$ cat config.mk
export PLATFORM = sky130hd
export DESIGN_NAME = oc_channel
export DESIGN_NICKNAME = d
export VERILOG_FILES = /design/src/rtl/oc_pkg.sv /design/src/rtl/oc_cmp_reg.sv /design/src/rtl/oc_compare.sv /design/src/rtl/oc_ref_gen.sv /design/src/rtl/oc_channel.sv
export SDC_FILE = /design/constraint.sdc
export NUM_CORES = 1
export LEC_CHECK = 0
export BUFFER_PORTS_ARGS = -buffer_cell sky130_fd_sc_hd__buf_2
export CORE_ASPECT_RATIO = 0.5
export CORE_MARGIN = 1
export CORE_UTILIZATION = 58
export DETAILED_ROUTE_END_ITERATION = 10
export PLACE_DENSITY = 0.95
export SYNTH_ARGS = -nofsm -noshare
export SYNTH_HDL_FRONTEND = slang
export SYNTH_SLANG_ARGS = --single-unit
$ cat constraint.sdc
create_clock -name clk -period 5.1 [get_ports clk]
set_input_delay 0.255 -clock clk [delete_from_list [all_inputs] [get_ports clk]]
set_output_delay 0.255 -clock clk [all_outputs]
set_load 0.1 [all_outputs]
$ cat src/rtl/oc_pkg.sv
package oc_pkg;

  typedef enum logic [2:0] {
    OC_FROZEN = 3'b000,
    OC_SET    = 3'b001,
    OC_CLR    = 3'b010,
    OC_TOG    = 3'b011,
    OC_LOW    = 3'b100,
    OC_HIGH   = 3'b101,
    OC_PWM0   = 3'b110,
    OC_PWM1   = 3'b111
  } oc_mode_e;

  function automatic logic is_pwm(oc_mode_e m);
    return (m == OC_PWM0) || (m == OC_PWM1);
  endfunction

  // PWM level from the comparison results; width free so the bench can
  // restate it with plain integers.
  function automatic logic pwm_level(oc_mode_e m, logic down, logic lt, logic gt);
    logic base;
    base = down ? ~gt : lt;
    return (m == OC_PWM1) ? ~base : base;
  endfunction

endpackage

$ cat src/rtl/oc_cmp_reg.sv
module oc_cmp_reg #(
  parameter int CNT_W = 16
) (
  input  logic             clk,
  input  logic             rst_n,
  input  logic             shadow_en,
  input  logic             upd_evt,
  input  logic             wr,
  input  logic [CNT_W-1:0] wdata,
  output logic [CNT_W-1:0] act
);

  logic [CNT_W-1:0] pre_q;
  logic [CNT_W-1:0] act_q;

  always_ff @(posedge clk or negedge rst_n) begin
    if (!rst_n) begin
      pre_q <= '0;
      act_q <= '0;
    end else begin
      if (wr) pre_q <= wdata;
      if (shadow_en) begin
        if (upd_evt) act_q <= pre_q;
      end else if (wr) begin
        act_q <= wdata;
      end
    end
  end

  assign act = act_q;

endmodule

$ cat src/rtl/oc_compare.sv
module oc_compare #(
  parameter int CNT_W = 16
) (
  input  logic             clk,
  input  logic             rst_n,
  input  logic [CNT_W-1:0] cnt,
  input  logic [CNT_W-1:0] cv,
  input  logic             down,
  input  oc_pkg::oc_mode_e mode,
  output logic             match,
  output logic             match_rise,
  output logic             pwm_lvl,
  output logic             pwm_chg
);
  import oc_pkg::*;

  logic match_q;
  logic pwm_q;
  logic lt;
  logic gt;

  assign match      = (cnt == cv);
  assign lt         = (cnt < cv);
  assign gt         = (cnt > cv);
  assign pwm_lvl    = pwm_level(mode, down, lt, gt);
  assign match_rise = match & ~match_q;
  assign pwm_chg    = pwm_lvl ^ pwm_q;

  always_ff @(posedge clk or negedge rst_n) begin
    if (!rst_n) begin
      match_q <= 1'b0;
      pwm_q   <= 1'b0;
    end else begin
      match_q <= match;
      pwm_q   <= pwm_lvl;
    end
  end

endmodule

$ cat src/rtl/oc_ref_gen.sv
module oc_ref_gen (
  input  logic             clk,
  input  logic             rst_n,
  input  oc_pkg::oc_mode_e mode,
  input  logic             disabled,
  input  logic             clr_hit,
  input  logic             match,
  input  logic             match_rise,
  input  logic             pwm_lvl,
  input  logic             pwm_chg,
  output logic             ref_o
);
  import oc_pkg::*;

  logic     ref_q;
  logic     ref_d;
  oc_mode_e mode_q;
  logic     pwm_load;

  assign pwm_load = pwm_chg | (mode_q == OC_FROZEN);

  always_comb begin
    ref_d = ref_q;
    if (disabled || clr_hit) begin
      ref_d = 1'b0;
    end else begin
      unique case (mode)
        OC_FROZEN: ref_d = ref_q;
        OC_SET:    if (match) ref_d = 1'b1;
        OC_CLR:    if (match) ref_d = 1'b0;
        OC_TOG:    if (match_rise) ref_d = ~ref_q;
        OC_LOW:    ref_d = 1'b0;
        OC_HIGH:   ref_d = 1'b1;
        OC_PWM0,
        OC_PWM1:   if (pwm_load) ref_d = pwm_lvl;
        default:   ref_d = ref_q;
      endcase
    end
  end

  always_ff @(posedge clk or negedge rst_n) begin
    if (!rst_n) begin
      ref_q  <= 1'b0;
      mode_q <= OC_FROZEN;
    end else begin
      ref_q  <= ref_d;
      mode_q <= mode;
    end
  end

  assign ref_o = ref_q;

endmodule

$ cat src/rtl/oc_channel.sv
module oc_channel #(
  parameter int CNT_W = 16
) (
  input  logic             clk,
  input  logic             rst_n,
  input  logic [CNT_W-1:0] cnt_val,
  input  logic             cnt_dir,
  input  logic             upd_evt,
  input  logic             ext_clr,
  input  logic [2:0]       cfg_mode,
  input  logic [1:0]       cfg_chsel,
  input  logic             cfg_clr_en,
  input  logic             cfg_shadow_en,
  input  logic             cfg_pol,
  input  logic             cv_wr,
  input  logic [CNT_W-1:0] cv_wdata,
  output logic             oc_ref,
  output logic             oc_pin
);
  import oc_pkg::*;

  oc_mode_e         mode;
  logic [CNT_W-1:0] cmp_act;
  logic             match;
  logic             match_rise;
  logic             pwm_lvl;
  logic             pwm_chg;
  logic             ch_disabled;
  logic             clr_hit;

  assign mode        = oc_mode_e'(cfg_mode);
  assign ch_disabled = (cfg_chsel != 2'b00);
  assign clr_hit     = cfg_clr_en & ext_clr;

  oc_cmp_reg #(.CNT_W(CNT_W)) u_cmp (
    .clk       (clk),
    .rst_n     (rst_n),
    .shadow_en (cfg_shadow_en),
    .upd_evt   (upd_evt),
    .wr        (cv_wr),
    .wdata     (cv_wdata),
    .act       (cmp_act)
  );

  oc_compare #(.CNT_W(CNT_W)) u_cmpr (
    .clk        (clk),
    .rst_n      (rst_n),
    .cnt        (cnt_val),
    .cv         (cmp_act),
    .down       (cnt_dir),
    .mode       (mode),
    .match      (match),
    .match_rise (match_rise),
    .pwm_lvl    (pwm_lvl),
    .pwm_chg    (pwm_chg)
  );

  oc_ref_gen u_ref (
    .clk        (clk),
    .rst_n      (rst_n),
    .mode       (mode),
    .disabled   (ch_disabled),
    .clr_hit    (clr_hit),
    .match      (match),
    .match_rise (match_rise),
    .pwm_lvl    (pwm_lvl),
    .pwm_chg    (pwm_chg),
    .ref_o      (oc_ref)
  );

  assign oc_pin = oc_ref ^ cfg_pol;

endmodule

Word-level counts from Yosys, hierarchy flattened
Index checks and enable logic that the tools add are counted.
{ "totals": {"reg_bits": 38, "input_bits": 46, "word_cells": 50} }
{ "op_classes": {"magnitude_cmp": 2, "eq_ne": 14, "mux": 11, "bitwise": 9, "n_reduce_logical": 8} }
{ "ops": {"columns": ["operator", "n"], "rows": [
  ["$mux 16", 3],
  ["$eq 16x16->1", 1],
  ["$gt 16x16->1", 1],
  ["$lt 16x16->1", 1],
  ["$eq 3x3->1 const B", 4],
  ["$ne 3x2->1 const B", 3],
  ["$mux 1", 7],
  ["$eq 3x2->1 const B", 2],
  ["$logic_not 3->1", 2],
  ["$pmux 1 s6", 1],
  ["$reduce_and 5->1", 1],
  ["$not 1->1", 4],
  ["$reduce_bool 2->1", 2],
  ["$eq 3x1->1 const B", 1],
  ["$ne 3x1->1 const B", 1],
  ["$and 1x1->1", 2],
  ["$ne 2x1->1 const B", 1],
  ["$ne 2x2->1 const B", 1],
  ["$reduce_and 2->1", 1],
  ["$reduce_or 2->1", 1],
  ["$xor 1x1->1", 2],
  ["$logic_or 1x1->1", 1],
  ["$or 1x1->1", 1]
]} }

Longest topological paths before layout
{ "depth": {"depth_word": 10, "ltp_mapped": 8, "depth_no_buf": 8} }

By module
A second synthesis with hierarchy kept.
{ "hier_totals": {"cells_unflattened": 187, "hier_area_um2": 2341.0} }
{ "modules_own_cells": {"columns": ["module", "instances", "cells_each", "area_per_inst_um2", "seq_area_each_um2"], "rows": [
  ["oc_cmp_reg", 1, 104, 1612.8, 800.8],
  ["oc_compare", 1, 63, 508.0, 50.0],
  ["oc_ref_gen", 1, 17, 198.9, 100.1],
  ["oc_channel", 1, 3, 21.3, 0.0]
]} }

Least setup slack after synthesis
Ideal clock, no wire load.
{ "synth_timing": {"path_type": "register to output", "startpoint": "register u_ref.ref_q (netlist: u_ref.ref_o)", "endpoint": "output port oc_pin", "arrival_ps": 2450, "setup_slack_ps": 2395, "stages_incl_launch_ff": 2, "path_buffers": 0, "path_cell_list": "dfrtp_1 -> xor2_1"} }
{ "synth_between": {"elab_chain_cells": 1} }
{ "synth_lines": {"columns": ["element", "line", "rtl"], "rows": [
  ["from (decl)", "oc_ref_gen.sv:15", "logic ref_q;"],
  ["from (signal assigned)", "oc_ref_gen.sv:46", "ref_q <= ref_d;"],
  ["$xor 1x1->1", "oc_channel.sv:71", "assign oc_pin = oc_ref ^ cfg_pol;"],
  ["to (decl)", "oc_channel.sv:18", "output logic oc_pin"]
]} }
Every way passes these cells.

Final worst setup path
{ "layout_timing": {"startpoint": "register u_cmp.act_q[14] (netlist: u_cmp.act[14])", "endpoint": "register u_ref.ref_q (netlist: u_ref.ref_o)"} }
{ "layout_between": {"elab_chain_cells": 9} }
{ "layout_lines": {"columns": ["element", "line", "rtl"], "rows": [
  ["from (decl)", "oc_cmp_reg.sv:14", "logic [CNT_W-1:0] act_q;"],
  ["from (signal assigned)", "oc_cmp_reg.sv:23", "if (upd_evt) act_q <= pre_q;"],
  ["from (signal assigned)", "oc_cmp_reg.sv:25", "act_q <= wdata;"],
  ["$gt 16x16->1", "oc_compare.sv:24", "assign gt = (cnt > cv);"],
  ["$not 1->1", "oc_pkg.sv:22", "base = down ? ~gt : lt;"],
  ["$mux 1", "oc_pkg.sv:22", null],
  ["$not 1->1", "oc_pkg.sv:23", "return (m == OC_PWM1) ? ~base : base;"],
  ["$mux 1", "oc_pkg.sv:23", null],
  ["$xor 1x1->1", "oc_compare.sv:27", "assign pwm_chg = pwm_lvl ^ pwm_q;"],
  ["$or 1x1->1", "oc_ref_gen.sv:20", "assign pwm_load = pwm_chg | (mode_q == OC_FROZEN);"],
  ["$ne 3x1->1 (no source line)", null, null],
  ["$reduce_and 5->1 (no source line)", null, null]
]} }
Parallel ways exist; a longest one is shown, timed or not. The select of a mux whose other input is x is not followed.
A chain may end at the register's enable or synchronous reset.

==> impl_metrics.tcl <==
set metrics [dict create \
    status "complete, no violations" \
    cap_violations 0 \
    cts_max_level 2 \
    synthFlopType "dfrtp_1" \
    crit_required_ps 5280 \
    cts_tree "built" \
    postRouteAntennaNets 0 \
    die_area_sq_um 3879 \
    skew_ps 6.226 \
    yosysWarnings 0 \
    p_per_area_nw_per_um2 308.5 \
    wl_per_cell_um 15.54 \
    die_y_um 44.55 \
    drcViolationCount 0 \
    antennaDiodeCount 0 \
    placed_area_sq_um 2362 \
    grt_pass1_wl_um 7079 \
    cp-end-kind "register" \
    overflow 0 \
    path_clk_slew_ps 80 \
    cp_data_arrival_time_ps 2360 \
    synth.area.top_cells "dfrtp_1 45%, ha_1 9.5%, mux2i_1 9.1%" \
    num-nets-final 301 \
    clkLatencyLatePin_ps 300 \
    setup_viol 0 \
    first_pass_iters 4 \
    start_util_pct 60.80 \
    cts_resized 0 \
    vias 1561 \
    slowest_stage "a2111oi_0" \
    multi_input_area_sq_um 1049 \
    place.gp.congestion 0.7828 \
    worst_setup_path_start_kind "register" \
    path_max_fanout 3 \
    die_w_um 87.09 \
    drtIter0Drc 57 \
    p_int_mw 0.5234 \
    synth.distinct_cells 36 \
    drive_above_1_share_pct 32.92 \
    synth_edf_count 0 \
    synth.most_common_cell "dfrtp_1" \
    finalCritPeriodShare_pct 42.63 \
    area_growth_pct 17.04 \
    finalSetupTns_ps 0 \
    comb_power_share_pct 23.7 \
    synthCells 193 \
    synth.avg_cell_area_sq_um 10.88 \
    antenna_found_initial 0 \
    post_drt_via_cell_ratio 5.364 \
    synth_top_area_share_pct 45.29 \
    sw_frac_of_total_pct 30.97 \
    fp-row-count 15 \
    synthAdderAreaFrac_pct 9.535 \
    synth-simple-area-share_pct 10.73 \
    grt_pass1_vias 1553 \
    min_path_type "in2async" \
    worst_pin_slew_ps 1152 \
    grt_max_degree 39 \
    p_clk_share_pct 29.1 \
    peakVddDrop_mv 0.1730 \
    root_buffer "clkbuf_8" \
    yosys.area_share.xor_xnor_pct 1.251 \
    crit_type "reg2reg" \
    clock_sinks 38 \
    rsz0062_at_grt "no" \
    min_period_ps 2174 \
    syn-num-nets 255 \
    port_buffers 47 \
    slew_headroom_pct 21.69 \
    slew_violations 0 \
    synth_top_family_by_area "multiplexers" \
    hpwl_um 3475 \
    track_usage_pct 25.55 \
    crit_buf_inv 1 \
    fillers 250 \
    netSwitchingPower_mw 0.2348 \
    wl_um 4521 \
    synthMuxAreaShare_pct 18.36 \
    synth-seq-cells 38 \
    critPathTopFamily "compound AO/OA/AOI/OAI gates" \
    synth-async-reset-ratio_pct 100.0 \
    sequentialPowerShare_pct 47.2 \
    slowest_delay_ps 530 \
    fmaxAchievable_ghz 0.4600 \
    io_pins 48 \
    p_leak_nw 1.217 \
    seq_area_sq_um 950.9 \
    clockBufferDepth 2 \
    postCtsSetupBuffers 0 \
    worstPathCellList "inv_1 > ha_1 > nand4_2 > a2111oi_0 > a211o_1 > o21ai_1 > mux2_4" \
    coreArea_sq_um 3453 \
    synth_top_cell_by_area "dfrtp_1" \
    syn_area_sq_um 2100 \
    seq_area_frac_synth_pct 45.29 \
    fin_area_sq_um 2457 \
    synth_compound_area_share_pct 9.893 \
    synthTopCellsByCount "38 x dfrtp_1, 22 x nand2_1, 19 x mux2i_1, 19 x o21ai_0, 17 x inv_1" \
    cts_made_buffers 5 \
    finalHoldViolCount 0 \
    cts_hold_buf 0 \
]
[area by class of cell]
type | instances | share of cell area [%]
multi-input cells | 130 | 42.67
flip-flops and latches | 38 | 38.70
repair buffers | 47 | 9.572
clock buffers | 6 | 3.360
inverters | 17 | 2.597
well taps | 51 | 2.597
clock inverters | 2 | 0.5092
[layer usage]
layer / vias to the layer above / GRT usage, % / part of all wire [%]
li1: 763 / - / -
met1: 741 / 32.49 / 46
met2: 50 / 42.52 / 47
met3: 7 / 7.463 / 6.0
met4: 0 / 9.333 / 1.3
met5: - / 0 / 0
[path summary, 6_finish.rpt]
check,startpoint,to,slack (ps),cells after the start
max in group asynchronous,rst_n,u_cmp.act[5]$_DFFE_PN0P_,4530,1
min,rst_n,u_ref.mode_q[1]$_DFF_PN0_,50,1
max,u_cmp.act[14]$_DFFE_PN0P_,u_ref.ref_o$_DFFE_PN0P_,2930,7
max reg2reg,u_cmp.act[14]$_DFFE_PN0P_,u_ref.ref_o$_DFFE_PN0P_,2930,7
min in group clk,cfg_mode[1],u_ref.mode_q[1]$_DFF_PN0_,160,1
min reg2reg,u_cmp.act[15]$_DFFE_PN0P_,u_cmp.act[15]$_DFFE_PN0P_,490,2
[cells in the final DEF, fill, tap and decap left out, types with 2 or more instances in the layout]
cell type,n
a21oi_1,5
nand2_1,22
mux2i_1,18
xnor2_1,2
nand4_2,2
o21ai_0,19
nand2b_1,2
inv_1,17
buf_2,47
dfrtp_1,38
o21ai_1,2
mux2_2,16
nor2b_1,2
nor2_1,2
nand3_1,4
clkbuf_8,6
ha_1,16
[registers in the layout, summed over array words and instances, names as in the netlist]
register / cells
u_ref.ref_o: 1
u_cmpr.match_q: 1
u_cmpr.pwm_q: 1
u_cmp.act: 16
u_cmp.pre_q: 16
u_ref.mode_q: 3
[stage by stage]
stage / utilization (%) / hold slack, ps / power (mW) / worst slack, ps / cells
floorplan: - / -40.59 / 0.4806 / 2395 / 193
global placement: 68.41 / 373.1 / 0.5212 / 3091 / 283
detailed placement: 68.41 / 392.0 / 0.5405 / 2977 / 283
CTS: 71.16 / 75.80 / 0.7580 / 2969 / 291
global route: 71.16 / 116.7 / 0.7921 / 2833 / 291
finish: 71.16 / 47.30 / 0.7582 / 2926 / 291
[cells by family (layout without fill, tap and decap cells)]
group           after synthesis  after routing
compound gates               36             36
xor+xnor                      3              3
fa+ha+maj                    16             16
buf+inv                      25             72
flops                        38             38
mux                          36             36
simple gates                 39             39
[power by group through the flow]
stage | logic, mW | clock network (mW) | registers, mW
final | 0.180 | 0.220 | 0.358
after global placement | 0.162 | 0 | 0.359
after CTS | 0.180 | 0.221 | 0.357
after detailed placement | 0.178 | 0 | 0.363
after floorplan | 0.121 | 0 | 0.359
after global routing | 0.198 | 0.233 | 0.361
Note: power is estimated with default switching activity, not from simulation.
